[config.mk]
export PLATFORM = sky130hd
export DESIGN_NAME = dram_cmd_sched
export DESIGN_NICKNAME = d
export VERILOG_FILES = /design/src/rtl/dsched_pkg.sv /design/src/rtl/dsched_bank_timer.sv /design/src/rtl/dram_cmd_sched.sv
export SDC_FILE = /design/constraint.sdc
export NUM_CORES = 1
export LEC_CHECK = 0
export ABC_AREA = 1
export ABC_CLOCK_PERIOD_IN_PS = 4100
export BUFFER_PORTS_ARGS = -buffer_cell sky130_fd_sc_hd__buf_2
export CAP_MARGIN = 30
export CORE_MARGIN = 1.5
export CORE_UTILIZATION = 56
export DETAILED_ROUTE_END_ITERATION = 10
export PLACE_DENSITY_LB_ADDON = 0.1
export REMOVE_ABC_BUFFERS = 1
export SLEW_MARGIN = 30
export SYNTH_ARGS = -nofsm -noshare
export SYNTH_HDL_FRONTEND = slang
export SYNTH_HIERARCHICAL = 1
export SYNTH_SLANG_ARGS = --single-unit
[constraint.sdc]
create_clock -name clk -period 4.1 [get_ports clk]
set_input_delay 0.205 -clock clk [delete_from_list [all_inputs] [get_ports clk]]
set_output_delay 0.205 -clock clk [all_outputs]
set_load 0.005 [all_outputs]
[src/rtl/dsched_pkg.sv]
package dsched_pkg;

    typedef enum logic [1:0] {
        OP_READ   = 2'd0,
        OP_WRITE  = 2'd1,
        OP_PREALL = 2'd2,
        OP_MODE   = 2'd3
    } op_t;

    typedef enum logic [2:0] {
        ST_IDLE,
        ST_CLOSE,
        ST_OPEN,
        ST_ACCESS,
        ST_ALLCLOSE,
        ST_MODE
    } st_t;

    // {cs_n, ras_n, cas_n, we_n}
    localparam logic [3:0] CMD_NOP = 4'b0111;
    localparam logic [3:0] CMD_ACT = 4'b0011;
    localparam logic [3:0] CMD_RD  = 4'b0101;
    localparam logic [3:0] CMD_WR  = 4'b0100;
    localparam logic [3:0] CMD_PRE = 4'b0010;
    localparam logic [3:0] CMD_REF = 4'b0001;
    localparam logic [3:0] CMD_MRS = 4'b0000;

endpackage

[src/rtl/dsched_bank_timer.sv]
module dsched_bank_timer #(
    parameter int CNT_W  = 5,
    parameter int ROW_W  = 13,
    parameter int T_RCD  = 3,
    parameter int T_RP   = 3,
    parameter int T_RAS  = 8,
    parameter int T_RC   = 11,
    parameter int T_WREC = 6,
    parameter int T_RTP  = 2
) (
    input  logic             clk,
    input  logic             rst_n,
    input  logic             do_act,
    input  logic             do_rd,
    input  logic             do_wr,
    input  logic             do_ap,
    input  logic             do_pre,
    input  logic [ROW_W-1:0] act_row,
    output logic             open_o,
    output logic [ROW_W-1:0] row_o,
    output logic             act_ok,
    output logic             acc_ok,
    output logic             pre_ok
);
    localparam logic [CNT_W-1:0] L_RCD  = CNT_W'(T_RCD - 1);
    localparam logic [CNT_W-1:0] L_RP   = CNT_W'(T_RP - 1);
    localparam logic [CNT_W-1:0] L_RAS  = CNT_W'(T_RAS - 1);
    localparam logic [CNT_W-1:0] L_RC   = CNT_W'(T_RC - 1);
    localparam logic [CNT_W-1:0] L_WREC = CNT_W'(T_WREC - 1);
    localparam logic [CNT_W-1:0] L_RTP  = CNT_W'(T_RTP - 1);

    logic [CNT_W-1:0] rcd_q, pre_q, act_q, rcd_d, pre_d, act_d, pre_dec, act_dec;
    logic             open_q;
    logic [ROW_W-1:0] row_q;

    function automatic logic [CNT_W-1:0] dec(input logic [CNT_W-1:0] v);
        return (v == '0) ? v : v - CNT_W'(1);
    endfunction

    function automatic logic [CNT_W-1:0] mx(input logic [CNT_W-1:0] a, input logic [CNT_W-1:0] b);
        return (a > b) ? a : b;
    endfunction

    always_comb begin
        pre_dec = dec(pre_q);
        act_dec = dec(act_q);
        rcd_d   = dec(rcd_q);
        pre_d   = pre_dec;
        act_d   = act_dec;
        if (do_act) begin
            rcd_d = L_RCD;
            pre_d = L_RAS;
            act_d = L_RC;
        end
        if (do_wr) pre_d = mx(pre_dec, L_WREC);
        if (do_rd) pre_d = mx(pre_dec, L_RTP);
        // auto close lands one cycle after pre_d expires; reopen T_RP later
        if ((do_rd || do_wr) && do_ap) act_d = mx(act_dec, pre_d + CNT_W'(T_RP));
        if (do_pre) act_d = mx(act_dec, L_RP);
    end

    always_ff @(posedge clk) begin
        if (!rst_n) begin
            rcd_q  <= '0;
            pre_q  <= '0;
            act_q  <= '0;
            open_q <= 1'b0;
            row_q  <= '0;
        end else begin
            rcd_q <= rcd_d;
            pre_q <= pre_d;
            act_q <= act_d;
            if (do_act) begin
                open_q <= 1'b1;
                row_q  <= act_row;
            end else if (do_pre || ((do_rd || do_wr) && do_ap)) begin
                open_q <= 1'b0;
            end
        end
    end

    assign open_o = open_q;
    assign row_o  = row_q;
    assign act_ok = !open_q && (act_q == '0);
    assign acc_ok = open_q && (rcd_q == '0);
    assign pre_ok = (pre_q == '0);


    act_closed_chk: assert property (@(posedge clk) disable iff (!rst_n)
        do_act |-> !open_q);

    generate
        if (T_RCD >= 2) begin : g_rcd_chk

            rcd_gap_chk: assert property (@(posedge clk) disable iff (!rst_n)
                do_act |=> !(do_rd || do_wr));
        end
        if (T_RAS >= 2) begin : g_ras_chk

            ras_gap_chk: assert property (@(posedge clk) disable iff (!rst_n)
                do_act |=> !do_pre);
        end
    endgenerate

endmodule

[src/rtl/dram_cmd_sched.sv]
module dram_cmd_sched
    import dsched_pkg::*;
#(
    parameter int BA_W    = 2,
    parameter int ROW_W   = 13,
    parameter int COL_W   = 10,
    parameter int CNT_W   = 5,
    parameter int T_RCD   = 3,
    parameter int T_RP    = 3,
    parameter int T_RAS   = 8,
    parameter int T_RC    = 11,
    parameter int T_RRD   = 2,
    parameter int T_MRD   = 2,
    parameter int T_WR    = 3,
    parameter int T_WTR   = 2,
    parameter int T_WDATA = 3,
    parameter int T_RTP   = 2
) (
    input  logic             clk,
    input  logic             rst_n,
    input  logic             req_valid,
    output logic             req_ready,
    input  logic [1:0]       req_op,
    input  logic [BA_W-1:0]  req_bank,
    input  logic [ROW_W-1:0] req_row,
    input  logic [COL_W-1:0] req_col,
    input  logic             req_ap,
    output logic             cs_n,
    output logic             ras_n,
    output logic             cas_n,
    output logic             we_n,
    output logic [BA_W-1:0]  ba_o,
    output logic [ROW_W-1:0] addr_o
);
    localparam int NBANK  = 1 << BA_W;
    localparam int AP_BIT = 10;
    localparam logic [CNT_W-1:0] L_RRD = CNT_W'(T_RRD - 1);
    localparam logic [CNT_W-1:0] L_MRD = CNT_W'(T_MRD - 1);
    localparam logic [CNT_W-1:0] L_WTR = CNT_W'(T_WDATA + T_WTR - 1);

    st_t              state_q, state_d;
    op_t              h_op;
    logic [BA_W-1:0]  h_bank;
    logic [ROW_W-1:0] h_row;
    logic [COL_W-1:0] h_col;
    logic             h_ap;

    logic [NBANK-1:0] open_v, act_ok_v, acc_ok_v, pre_ok_v;
    logic [ROW_W-1:0] row_v [NBANK];
    logic             accept, fire_act, fire_acc, fire_pre, fire_all, fire_mode;
    logic             gate_ok, close_ok;
    logic [CNT_W-1:0] rrd_q, mrd_q, wtr_q;
    logic [3:0]       cmd_q;
    logic [BA_W-1:0]  ba_q;
    logic [ROW_W-1:0] addr_q, col_addr;

    function automatic logic [CNT_W-1:0] dec(input logic [CNT_W-1:0] v);
        return (v == '0) ? v : v - CNT_W'(1);
    endfunction

    generate
        for (genvar i = 0; i < NBANK; i++) begin : g_bank
            logic sel;
            assign sel = (h_bank == BA_W'(i));
            dsched_bank_timer #(
                .CNT_W(CNT_W), .ROW_W(ROW_W), .T_RCD(T_RCD), .T_RP(T_RP),
                .T_RAS(T_RAS), .T_RC(T_RC), .T_WREC(T_WDATA + T_WR), .T_RTP(T_RTP)
            ) u_tmr (
                .clk    (clk),
                .rst_n  (rst_n),
                .do_act (fire_act && sel),
                .do_rd  (fire_acc && sel && (h_op == OP_READ)),
                .do_wr  (fire_acc && sel && (h_op == OP_WRITE)),
                .do_ap  (h_ap),
                .do_pre ((fire_pre && sel) || fire_all),
                .act_row(h_row),
                .open_o (open_v[i]),
                .row_o  (row_v[i]),
                .act_ok (act_ok_v[i]),
                .acc_ok (acc_ok_v[i]),
                .pre_ok (pre_ok_v[i])
            );
        end
    endgenerate

    assign gate_ok   = (mrd_q == '0);
    assign close_ok  = &(pre_ok_v | ~open_v);
    assign req_ready = (state_q == ST_IDLE);

    always_comb begin
        state_d   = state_q;
        accept    = 1'b0;
        fire_act  = 1'b0;
        fire_acc  = 1'b0;
        fire_pre  = 1'b0;
        fire_all  = 1'b0;
        fire_mode = 1'b0;
        unique case (state_q)
            ST_IDLE: if (req_valid) begin
                accept = 1'b1;
                unique case (op_t'(req_op))
                    OP_READ, OP_WRITE: begin
                        if (!open_v[req_bank])                state_d = ST_OPEN;
                        else if (row_v[req_bank] != req_row) state_d = ST_CLOSE;
                        else                                  state_d = ST_ACCESS;
                    end
                    OP_PREALL: state_d = ST_ALLCLOSE;
                    default:   state_d = (|open_v) ? ST_ALLCLOSE : ST_MODE;
                endcase
            end
            ST_CLOSE: if (gate_ok && pre_ok_v[h_bank]) begin
                fire_pre = 1'b1;
                state_d  = ST_OPEN;
            end
            ST_OPEN: if (gate_ok && (rrd_q == '0) && act_ok_v[h_bank]) begin
                fire_act = 1'b1;
                state_d  = ST_ACCESS;
            end
            ST_ACCESS: if (gate_ok && acc_ok_v[h_bank] && ((h_op == OP_WRITE) || (wtr_q == '0))) begin
                fire_acc = 1'b1;
                state_d  = ST_IDLE;
            end
            ST_ALLCLOSE: if (gate_ok && close_ok) begin
                fire_all = 1'b1;
                state_d  = (h_op == OP_MODE) ? ST_MODE : ST_IDLE;
            end
            ST_MODE: if (gate_ok && (&act_ok_v)) begin
                fire_mode = 1'b1;
                state_d   = ST_IDLE;
            end
            default: state_d = ST_IDLE;
        endcase
    end

    always_ff @(posedge clk) begin
        if (!rst_n) begin
            state_q <= ST_IDLE;
            h_op    <= OP_READ;
            h_bank  <= '0;
            h_row   <= '0;
            h_col   <= '0;
            h_ap    <= 1'b0;
        end else begin
            state_q <= state_d;
            if (accept) begin
                h_op   <= op_t'(req_op);
                h_bank <= req_bank;
                h_row  <= req_row;
                h_col  <= req_col;
                h_ap   <= req_ap;
            end
        end
    end

    always_ff @(posedge clk) begin
        if (!rst_n) begin
            rrd_q <= '0;
            mrd_q <= '0;
            wtr_q <= '0;
        end else begin
            rrd_q <= fire_act ? L_RRD : dec(rrd_q);
            mrd_q <= fire_mode ? L_MRD : dec(mrd_q);
            wtr_q <= (fire_acc && (h_op == OP_WRITE)) ? L_WTR : dec(wtr_q);
        end
    end

    always_comb begin
        col_addr              = '0;
        col_addr[COL_W-1:0]   = h_col;
        col_addr[AP_BIT]      = h_ap;
    end

    always_ff @(posedge clk) begin
        if (!rst_n) begin
            cmd_q  <= CMD_NOP;
            ba_q   <= '0;
            addr_q <= '0;
        end else begin
            cmd_q <= CMD_NOP;
            if (fire_act) begin
                cmd_q  <= CMD_ACT;
                ba_q   <= h_bank;
                addr_q <= h_row;
            end else if (fire_acc) begin
                cmd_q  <= (h_op == OP_WRITE) ? CMD_WR : CMD_RD;
                ba_q   <= h_bank;
                addr_q <= col_addr;
            end else if (fire_pre) begin
                cmd_q  <= CMD_PRE;
                ba_q   <= h_bank;
                addr_q <= '0;
            end else if (fire_all) begin
                cmd_q  <= CMD_PRE;
                ba_q   <= h_bank;
                addr_q <= ROW_W'(1) << AP_BIT;
            end else if (fire_mode) begin
                cmd_q  <= CMD_MRS;
                ba_q   <= h_bank;
                addr_q <= h_row;
            end
        end
    end

    assign {cs_n, ras_n, cas_n, we_n} = cmd_q;
    assign ba_o   = ba_q;
    assign addr_o = addr_q;


    ready_hold_chk: assert property (@(posedge clk) disable iff (!rst_n)
        (req_ready && !req_valid) |=> req_ready);

    generate
        if (T_MRD >= 2) begin : g_mrd_chk

            mode_gap_chk: assert property (@(posedge clk) disable iff (!rst_n)
                (cmd_q == CMD_MRS) |=> (cmd_q == CMD_NOP));
        end
    endgenerate

endmodule

### Word-level counts from Yosys, hierarchy flattened

Cells that the tools add are included.

* add/sub/neg operators: 19
* $lt $le $gt $ge: 19
* eq/ne operators: 26
* mux-type cells: 121
* bitwise gates (word level): 4
* reduce and logical (&&, ||, !) cells: 93

Operators by type and width (number)
* two-way mux 5 bit: 48
* two-way mux 13 bit: 7
* zero test 5 bit: 15
* subtractor 5 x 1 -> 5 bit (second input constant): 15
* two-way mux 3 bit: 14
* logical AND 1 bit: 40
* two-way mux 1 bit: 30
* two-way mux 2 bit: 15
* binary-select mux 13 bit (select 2 bit): 1
* adder 5 x 2 -> 5 bit (second input constant): 4
* > comparator 5 x 1 -> 1 bit (second input constant): 4
* > comparator 5 x 2 -> 1 bit (second input constant): 4
* > comparator 5 x 3 -> 1 bit (second input constant): 4
* > comparator 5 bit: 4
* != test 2 bit (second input constant): 9
* one-hot mux 3 bit (6 select lines): 1
* OR reduction 2 bit: 8
* logical OR 1 bit: 13
* != test 13 bit: 1
* binary-select mux 1 bit (select 2 bit): 4
* == test 2 bit (second input constant): 4
* != test 2 x 1 -> 1 bit (second input constant): 4
* AND reduction 4 bit: 2
* nonzero test 2 bit: 4
* 17 further kinds: 27

* bits in registers: 181
* input port bits: 31
* output and inout port bits: 20
* word-level logic and storage cells: 322

### Depth between registers and ports, before layout

Gate-level depths: netlist (run 1).

* depth after elaboration: 17
* depth in mapped cells: 36
* gate-level depth less buffers: 34

### Cells and area by module

The synthesis (run 1) kept the hierarchy.

By module, submodules not included
* dram_cmd_sched: times used 1, cells an instance 568, area each 3669.8 sq um, seq. area each 1281.2 sq um
* dsched_bank_timer at g_bank[1].u_tmr ...: times used 2, cells an instance 245, area each 1727.9 sq um, seq. area each 580.6 sq um
* dsched_bank_timer at g_bank[3].u_tmr: times used 1, cells an instance 248, area each 1825.5 sq um, seq. area each 580.6 sq um
* dsched_bank_timer at g_bank[0].u_tmr: times used 1, cells an instance 242, area each 1694.1 sq um, seq. area each 580.6 sq um

### Worst setup path before layout (run 1)

OpenSTA, ideal clock, no wires.

* path type: flip-flop to flip-flop
* start point: register g_bank[0].u_tmr.act_q[0]
* end point: register g_bank[3].u_tmr.act_q[4]
* arrival: 4.235 ns
* data required time: 3.968 ns
* path slack: -0.267 ns
* cell stages (with the launch flop): 33
* path buffers: 1
* clock period less this slack: 4.367 ns
* path through: dfxtp_1 > inv_1 > ha_1 > nor3b_2 > nand2_1 > nor2_1 > inv_1 > o21ai_1 > o21ai_1 > or2_0 > buf_6 > nor2_1 > inv_2 > nor3_4 > inv_1 > o21ai_0 > nand2_1 > nand2_2 > inv_2 > ha_1 > inv_1 > nand3_2 > xnor2_2 > ha_1 > nand2_1 > nor2_1 > nand2_1 > o211ai_1 > nand2_1 > o21ai_0 > inv_1 > nand2_1 > a21oi_1

* word-level cells in the longest chain between the ends: 16
* elaborated cells between the ends (all ways): 17
* classes of those cells: add/sub: 1; order compare: 1; mux: 11; reduce/logical: 4

RTL lines
* from (decl): line dsched_bank_timer.sv:32 `logic [CNT_W-1:0] rcd_q, pre_q, act_q, rcd_d, pre_d, act_d, pre_dec, act_dec;`
* from (signal assigned): line dsched_bank_timer.sv:72 `act_q <= act_d;`
* zero test 5 bit (*): line dsched_bank_timer.sv:84 `assign act_ok = !open_q && (act_q == '0);`
* logical AND 1 bit (*): line dsched_bank_timer.sv:84
* via act_ok_v[0]: line dram_cmd_sched.sv:48 `logic [NBANK-1:0] open_v, act_ok_v, acc_ok_v, pre_ok_v;`
* binary-select mux 1 bit (select 2 bit) (*): line dram_cmd_sched.sv:115 `ST_OPEN: if (gate_ok && (rrd_q == '0) && act_ok_v[h_bank]) begin`
* two-way mux 1 bit (implied by the code) (*): line dram_cmd_sched.sv:115
* logical AND 1 bit (*): line dram_cmd_sched.sv:115
* two-way mux 1 bit (*): line dram_cmd_sched.sv:115
* two-way mux 1 bit (*): line dram_cmd_sched.sv:98 `unique case (state_q)`
* logical AND 1 bit (*): line dram_cmd_sched.sv:71 `.do_act (fire_act && sel),`
* two-way mux 5 bit: line dsched_bank_timer.sv:50 `if (do_act) begin`
* two-way mux 5 bit: line dsched_bank_timer.sv:55 `if (do_wr) pre_d = mx(pre_dec, L_WREC);`
* two-way mux 5 bit: line dsched_bank_timer.sv:56 `if (do_rd) pre_d = mx(pre_dec, L_RTP);`
* adder 5 x 2 -> 5 bit: line dsched_bank_timer.sv:58 `if ((do_rd || do_wr) && do_ap) act_d = mx(act_dec, pre_d + CNT_W'(T_RP));`
* > comparator 5 bit: line dsched_bank_timer.sv:41 `return (a > b) ? a : b;`
* two-way mux 5 bit: line dsched_bank_timer.sv:41
* two-way mux 5 bit (*): line dsched_bank_timer.sv:58
* two-way mux 5 bit (*): line dsched_bank_timer.sv:59 `if (do_pre) act_d = mx(act_dec, L_RP);`
* to (signal assigned): line dsched_bank_timer.sv:72
* to (decl): line dsched_bank_timer.sv:32

The timed path passes the listed nets; every way through them passes the cells marked *. The select of a mux whose other input is x is not followed.
A chain may end at the register's enable or synchronous reset.

### Worst setup path after layout (run 1)

* start point: register g_bank[1].u_tmr.act_q[0]
* end point: register g_bank[0].u_tmr.act_q[3]

* word-level cells in the longest chain between the ends: 16
* elaborated cells between the ends (all ways): 17
* classes of those cells: add/sub: 1; order compare: 1; mux: 11; reduce/logical: 4

RTL lines (line)
* from (decl): dsched_bank_timer.sv:32
* from (signal assigned): dsched_bank_timer.sv:72
* zero test 5 bit (*): dsched_bank_timer.sv:84
* logical AND 1 bit (*): dsched_bank_timer.sv:84
* via act_ok_v[1]: dram_cmd_sched.sv:48
* binary-select mux 1 bit (select 2 bit) (*): dram_cmd_sched.sv:115
* two-way mux 1 bit (implied by the code) (*): dram_cmd_sched.sv:115
* logical AND 1 bit (*): dram_cmd_sched.sv:115
* two-way mux 1 bit (*): dram_cmd_sched.sv:115
* two-way mux 1 bit (*): dram_cmd_sched.sv:98
* logical AND 1 bit (*): dram_cmd_sched.sv:71
* two-way mux 5 bit: dsched_bank_timer.sv:50
* two-way mux 5 bit: dsched_bank_timer.sv:55
* two-way mux 5 bit: dsched_bank_timer.sv:56
* adder 5 x 2 -> 5 bit: dsched_bank_timer.sv:58
* > comparator 5 bit: dsched_bank_timer.sv:41
* two-way mux 5 bit: dsched_bank_timer.sv:41
* two-way mux 5 bit (*): dsched_bank_timer.sv:58
* two-way mux 5 bit (*): dsched_bank_timer.sv:59

Marked as above.

==> results of run 1 <==
-- sequential cells by signal (all words and copies together), names as in the netlist --
name and cells:
ba_o 2, rrd_q 5, h_row 13, g_bank.u_tmr/rcd_q 20
wtr_q 5, state_q 3, g_bank.u_tmr/act_q 20, g_bank.u_tmr/open_o 4
g_bank.u_tmr/pre_q 20, cmd_q 3, addr_o 13, h_col 10
mrd_q 5, g_bank.u_tmr/row_o 52, h_op 2, h_bank 2
h_ap 1
-- metal layers --
| layer | vias to the layer above | track usage |
|---|---|---|
| met4 | 0 | 0.1036 |
| li1 | 5360 | - |
| met2 | 377 | 0.4755 |
| met1 | 4923 | 0.3802 |
| met5 | - | 0 |
| met3 | 46 | 0.03906 |
-- tightest hold or removal path: stages --
cell	delay (ns)
buf_2	0.09
nand3_1	0.07
a21oi_1	0.06
-- logic make-up (layout without fill, tap and decap cells) --
| logic type | after synthesis | count (layout) | share of synthesized area |
|---|---|---|---|
| AND/OR/NAND/NOR | 772 | 772 | 0.3458 |
| AO/OA/AOI/OAI | 278 | 278 | 0.1425 |
| buffers and inverters | 233 | 429 | 0.08509 |
| flip-flops | 180 | 180 | 0.3385 |
| adder cells (fa/ha/maj) | 48 | 48 | 0.05642 |
| XOR/XNOR | 33 | 33 | 0.02856 |
| multiplexers | 3 | 3 | 0.002821 |
| other | 1 | 1 | 0.0003523 |
-- area by class of cell --
| type | count | area (sq um) | share of cell area |
|---|---|---|---|
| multi-input combinational | 1135 | 6670 | 0.4974 |
| sequential | 180 | 3613 | 0.2695 |
| timing repair buffer | 209 | 1494 | 0.1114 |
| inverter | 188 | 710.7 | 0.05299 |
| clock buffer | 17 | 425.4 | 0.03172 |
| tap | 234 | 292.8 | 0.02183 |
| clock inverter | 15 | 203.9 | 0.01521 |
-- timing repair --
item | 4_1_cts | 5_1_grt
hold endpoints to repair | 0 | 0
gates cloned | 0 | 0
endpoints found under the setup margin | 20 | 20
setup buffers | 5 | 30
pin swaps | 9 | 82
hold buffers | 0 | 0
resized for setup | 38 | 133
-- power breakdown --
group          total (uW)  leakage [uW]  switching, uW  internal, uW
clock                1720      0.000301            834           890
combinational        8540       0.00445           4840          3700
sequential           2480       0.00147            328          2160
total               12700       0.00623           6000          6750
-- worst min-delay path by stage --
stage                                                  endpoint  slack, ns
after floorplan                             cmd_q[2]$_SDFF_PN1_       0.28
after global placement    g_bank[1].u_tmr/rcd_q[4]$_SDFFE_PP0P_       0.43
after detailed placement  g_bank[2].u_tmr/rcd_q[4]$_SDFFE_PP0P_       0.43
after CTS                                 h_col[4]$_SDFFE_PN0P_       0.02
after global routing                      h_col[4]$_SDFFE_PN0P_       0.02
final                                     h_col[4]$_SDFFE_PN0P_       0.02
-- cell usage in the layout, fill, tap and decap left out, drive strengths merged, types with 12 or more instances in the layout --
| cell type | count |
|---|---|
| nand2 | 338 |
| nor2 | 251 |
| buf | 209 |
| inv | 193 |
| dfxtp | 180 |
| o21ai | 146 |
| nand3 | 114 |
| a21oi | 98 |
| ha | 48 |
| nor3 | 27 |
| xor2 | 23 |
| clkbuf | 17 |
| nand4 | 12 |
-- metrics by stage --
step	utilization	setup slack, ns	power, uW	area [sq um]	hold WS [ns]
after floorplan	-	-0.7064	7154	10450	0.2812
after global placement	0.6405	-0.3313	9285	11940	0.4321
after detailed placement	0.6407	-0.3953	9452	11940	0.4340
after CTS	0.6832	0.005385	11390	12740	0.01606
after global routing	0.7193	-0.3399	13760	13410	0.02157
final	0.7193	-0.09349	12740	13410	0.01680
==> flow_metrics.tcl, run 1 <==
set metrics [dict create \
    status "finished, violations left" \
    violations "setup timing" \
    cp_top_family "simple AND/OR/NAND/NOR gates" \
    wl_um 29140 \
    setup.worst_path.end "g_bank[0].u_tmr/act_q[3]$_SDFF_PN0_" \
    place_inst 1912 \
    r2r_start "g_bank[1].u_tmr/act_q[0]$_SDFF_PN0_" \
    finalCritPeriodShare 1.023 \
    crit_slowest_cell "dfxtp_2" \
    dr.pass1.iters 5 \
    cts_made_buffers 17 \
    fin_setup_tns_ns -0.4303 \
    via_per_inst 5.413 \
    finalNonFillerCells 1978 \
    relSlewSlack 0.5429 \
    worstHoldStart "req_col[4]" \
    cpMostUsedCell "inv_2" \
    wl_met3_um 1944 \
    whs_path_depth 3 \
    fin_worst_skew_ns 0.02072 \
    worst_pin_slew_ns 0.6832 \
    highest_layer "met4" \
    overflow 0 \
    grt_pass1_wl_um 46100 \
    cp-end-kind "flop" \
    r2r-end "g_bank[0].u_tmr/act_q[3]$_SDFF_PN0_" \
    portBuffers 49 \
    core_area_sq_um 18640 \
    dr_wl_met2_um 13770 \
    synthesis.area_sq_um 10650 \
    critPathLaunchType "flop" \
    startpoint "g_bank[1].u_tmr/act_q[0]$_SDFF_PN0_" \
    ys_seq_area_frac 0.3385 \
    drv_slew 0 \
    synth-async-reset-ratio 0 \
    hold_path_class "input port to flop" \
    wl_per_cell_um 14.73 \
    synthCells 1548 \
    synth_edf_count 0 \
    path_buf_inv 9 \
    htreeDepth 4 \
    cts_tree "built" \
    die_area_sq_um 19850 \
    grtUsageTotal 0.2859 \
    reg2reg_depth 31 \
    grt_max_degree 45 \
    p_leak_uw 0.006227 \
    yosys_register_bits 180 \
    ys.warnings.count 6 \
    drtIter0Drc 737 \
    gp_congestion 0.8906 \
    grt_antenna_before_repair 0 \
    die_w_um 140.9 \
    ys.flop_type "dfxtp_1" \
    ant_nets 0 \
    synth_top_area_frac 0.3385 \
    r2r_slack_ns -0.09 \
    synth_most_common_cell "nand2_1" \
    layout-drive-gt1-share 0.2867 \
    power.density_nw_per_um2 950.3 \
    clkSinkCount 180 \
    grt_pass1_vias 9742 \
    fin_nets 1810 \
    critPathRequiredTime_ns 4.47 \
    grt_setup_unrepaired "true" \
    cts.clk_slew.worst_paths_ns 0.09 \
    wl_met1_um 12840 \
    synth.area.top_cells "dfxtp_1 34%, nand2_1 11%, nor2_1 7.8%, o21ai_0 6.2%, inv_1 5.9%" \
    die_h_um 140.9 \
    yosysTopAreaCell "dfxtp_1" \
    irDropWorstVdd_mv 0.5890 \
    num_rows 50 \
    cap_violations 0 \
    layout_setup_ws_ns -0.09349 \
    cts-root-buf "clkbuf_16" \
    initial_core_util 0.5710 \
    synthToLayoutAreaGrowth_pct 25.98 \
    clock_latency_ns 0.45 \
    antenna_cells 0 \
    fmax_mhz 238.5 \
    crit_cells 31 \
    ys_top_cells_by_count "302 x nand2_1, 221 x nor2_1, 180 x dfxtp_1, 167 x inv_1, 131 x o21ai_0" \
    slowest_delay_ns 0.33 \
    avgSynthCellArea_sq_um 6.877 \
    dpl.hpwl_um 19430 \
    worstPathMaxFanout 4 \
    layout_min_cycle_time_ns 4.193 \
    clockBufferDepth 2 \
    yosys.cell_types.count 56 \
    hold_viol 0 \
    num_vias 10706 \
    fillCellCount 1492 \
    arrival_ns 4.57 \
    io_pins 51 \
    drc_errors 0 \
    setup_violations 6 \
    critPathKind "flop to flop" \
]
Power figures use the tool's default switching activity.
==> run 2: changes to the inputs <==
Settings changed: CORE_UTILIZATION 56 to 40, CTS_CLUSTER_SIZE set to 24.
==> run 2 against run 1 <==
Worst hold slack lost 0.0023 ns. First-iteration DRC count shrank 16%. Sequential power is essentially flat. Critical endpoint is now g_bank[1].u_tmr/act_q[0]$_SDFF_PN0_. Non-clock buffer count grew 53. Worst setup slack gained 0.11 ns. Clock-buffer cell count is the same. The flow now finishes without violations. Clock skew grew 0.0013 ns. Critical path depth is the same.
==> flow_metrics.tcl, run 2 (same netlist as run 1, synthesis figures left out) <==
set metrics [dict create \
    grt_setup_unrepaired "true" \
    cts_tree "built" \
    dr.pass1.iters 5 \
    layout-drive-gt1-share 0.3005 \
    layout_setup_ws_ns 0.01968 \
    synthToLayoutAreaGrowth_pct 30.95 \
    die_h_um 166.1 \
    final_cell_mix "284 x nand2_1, 204 x buf_4, 195 x nor2_1" \
    setup_violations 0 \
    overflow 0 \
    status "complete, no violations" \
    gp_congestion 0.8546 \
    fin_nets 1863 \
    hold_viol 0 \
    arrival_ns 4.45 \
    fin_worst_skew_ns 0.02206 \
    switching_power_uw 6112 \
    intPower_uw 7158 \
    wl_per_cell_um 14.50 \
    fmax_mhz 245.1 \
    via_per_inst 4.990 \
    irDropWorstVdd_mv 0.5623 \
    comb_power_share 0.679 \
    portBuffers 49 \
    wl_um 30930 \
    cts-root-buf "clkbuf_16" \
    fin_setup_tns_ns 0 \
    ant_nets 0 \
    power_uw 13270 \
    grt_pass1_wl_um 51160 \
    drtIter0Drc 620 \
    power.density_nw_per_um2 952.0 \
    clockBufferDepth 2 \
    dpl_worst_slack_ns -0.3327 \
    die_area_sq_um 27600 \
    worst_hold_slack_ns 0.01453 \
    critPathKind "flop to flop" \
    cap_violations 0 \
    clock_latency_ns 0.46 \
    final_common_cell "nand2_1" \
    num_rows 59 \
    io_pins 51 \
    critPathRequiredTime_ns 4.47 \
    core_area_sq_um 26060 \
    slowest_delay_ns 0.32 \
    grt_antenna_before_repair 1 \
    drv_slew 0 \
    critPathLaunchType "flop" \
    cts_made_buffers 17 \
    clkSinkCount 180 \
    pwr-share-seq 0.186 \
    p_leak_uw 0.006484 \
    fillCellCount 2504 \
    worstPathMaxFanout 5 \
    grt_max_degree 31 \
    multi_input_area_sq_um 6656 \
    initial_core_util 0.4085 \
    grt_pass1_vias 10224 \
    die_w_um 166.1 \
    cts.clk_slew.worst_paths_ns 0.09 \
    htreeDepth 4 \
    worst_pin_slew_ns 0.7695 \
    drc_errors 0 \
    finalCritPeriodShare 0.9952 \
    num_vias 10643 \
    relSlewSlack 0.4830 \
    seq_area_sq_um 3612 \
    layout_min_cycle_time_ns 4.080 \
    cp-end-kind "flop" \
    dpl.hpwl_um 21000 \
    crit_slowest_cell "dfxtp_1" \
    hold_path_class "input port to flop" \
    grtUsageTotal 0.2273 \
    largest_reg_flops 52 \
    p_clk_frac 0.135 \
    swShare 0.4606 \
]
## run 2: cell types whose count changed in the layout (fill, tap and decap cells not counted), moves of 4 or more
cell | previous run | this run
buf_4 | 152 | 204
nand2_2 | 46 | 42
inv_2 | 39 | 33
inv_12 | 1 | 5
inv_1 | 147 | 152
## run 2: repair_timing
item / in CTS / in global routing
setup buffers: 32 / 14
endpoints found under the setup margin: 20 / 23
hold buffers: 3 / 0
pin swaps: 30 / 94
resized for setup: 47 / 116
hold endpoints to repair: 3 / 0
## run 2: metrics by stage
| stage | area [sq um] | utilization | std cells |
|---|---|---|---|
| after floorplan | 10450 | - | 1503 |
| after global placement | 12380 | 0.4750 | 2056 |
| after detailed placement | 12380 | 0.4750 | 2056 |
| after CTS | 13440 | 0.5156 | 2122 |
| after global routing | 13940 | 0.5348 | 2132 |
| final | 13940 | 0.5349 | 2133 |
## run 2: final timing paths
check | startpoint | endpoint | slack [ns] | cells past startpoint
setup reg to reg | g_bank[2].u_tmr/act_q[0]$_SDFF_PN0_ | g_bank[1].u_tmr/act_q[0]$_SDFF_PN0_ | 0.02 | 31
setup / recovery | g_bank[2].u_tmr/act_q[0]$_SDFF_PN0_ | g_bank[1].u_tmr/act_q[0]$_SDFF_PN0_ | 0.02 | 31
hold reg to reg | g_bank[1].u_tmr/rcd_q[4]$_SDFFE_PP0P_ | g_bank[1].u_tmr/rcd_q[4]$_SDFFE_PP0P_ | 0.44 | 2
hold / removal | req_col[7] | h_col[7]$_SDFFE_PN0P_ | 0.01 | 3
## run 2: power by group through the flow
| stage | clock network, uW | registers, uW | logic (uW) |
|---|---|---|---|
| final | 1790 | 2470 | 9010 |
| after global routing | 1900 | 2520 | 10000 |
| after CTS | 1820 | 2450 | 7750 |
| after detailed placement | 0 | 2470 | 7350 |
| after global placement | 0 | 2470 | 7280 |
| after floorplan | 0 | 2440 | 4710 |
## run 2: metal layers
layer,GRT usage,routed length (um)
met5,0,0
met4,0.06933,604
met3,0.03527,1254
met2,0.3875,14670
met1,0.2950,14400
## run 2: critical path: cells and delay by family, from the launching register on
| family | cells | cell delay [ns] |
|---|---|---|
| buffers and inverters | 6 | 0.45 |
| flip-flops | 1 | 0.32 |
| AND/OR/NAND/NOR | 16 | 2.07 |
| adder cells (fa/ha/maj) | 3 | 0.60 |
| AO/OA/AOI/OAI | 6 | 0.56 |
## run 2: area by class of cell
type | instances | area share
diodes | 1 | 0.0001795
multi-input cells | 1135 | 0.4775
repair buffers | 262 | 0.1351
inverters | 188 | 0.05116
clock buffers | 17 | 0.03052
clock inverters | 15 | 0.01634
well taps | 335 | 0.03007
flip-flops and latches | 180 | 0.2591
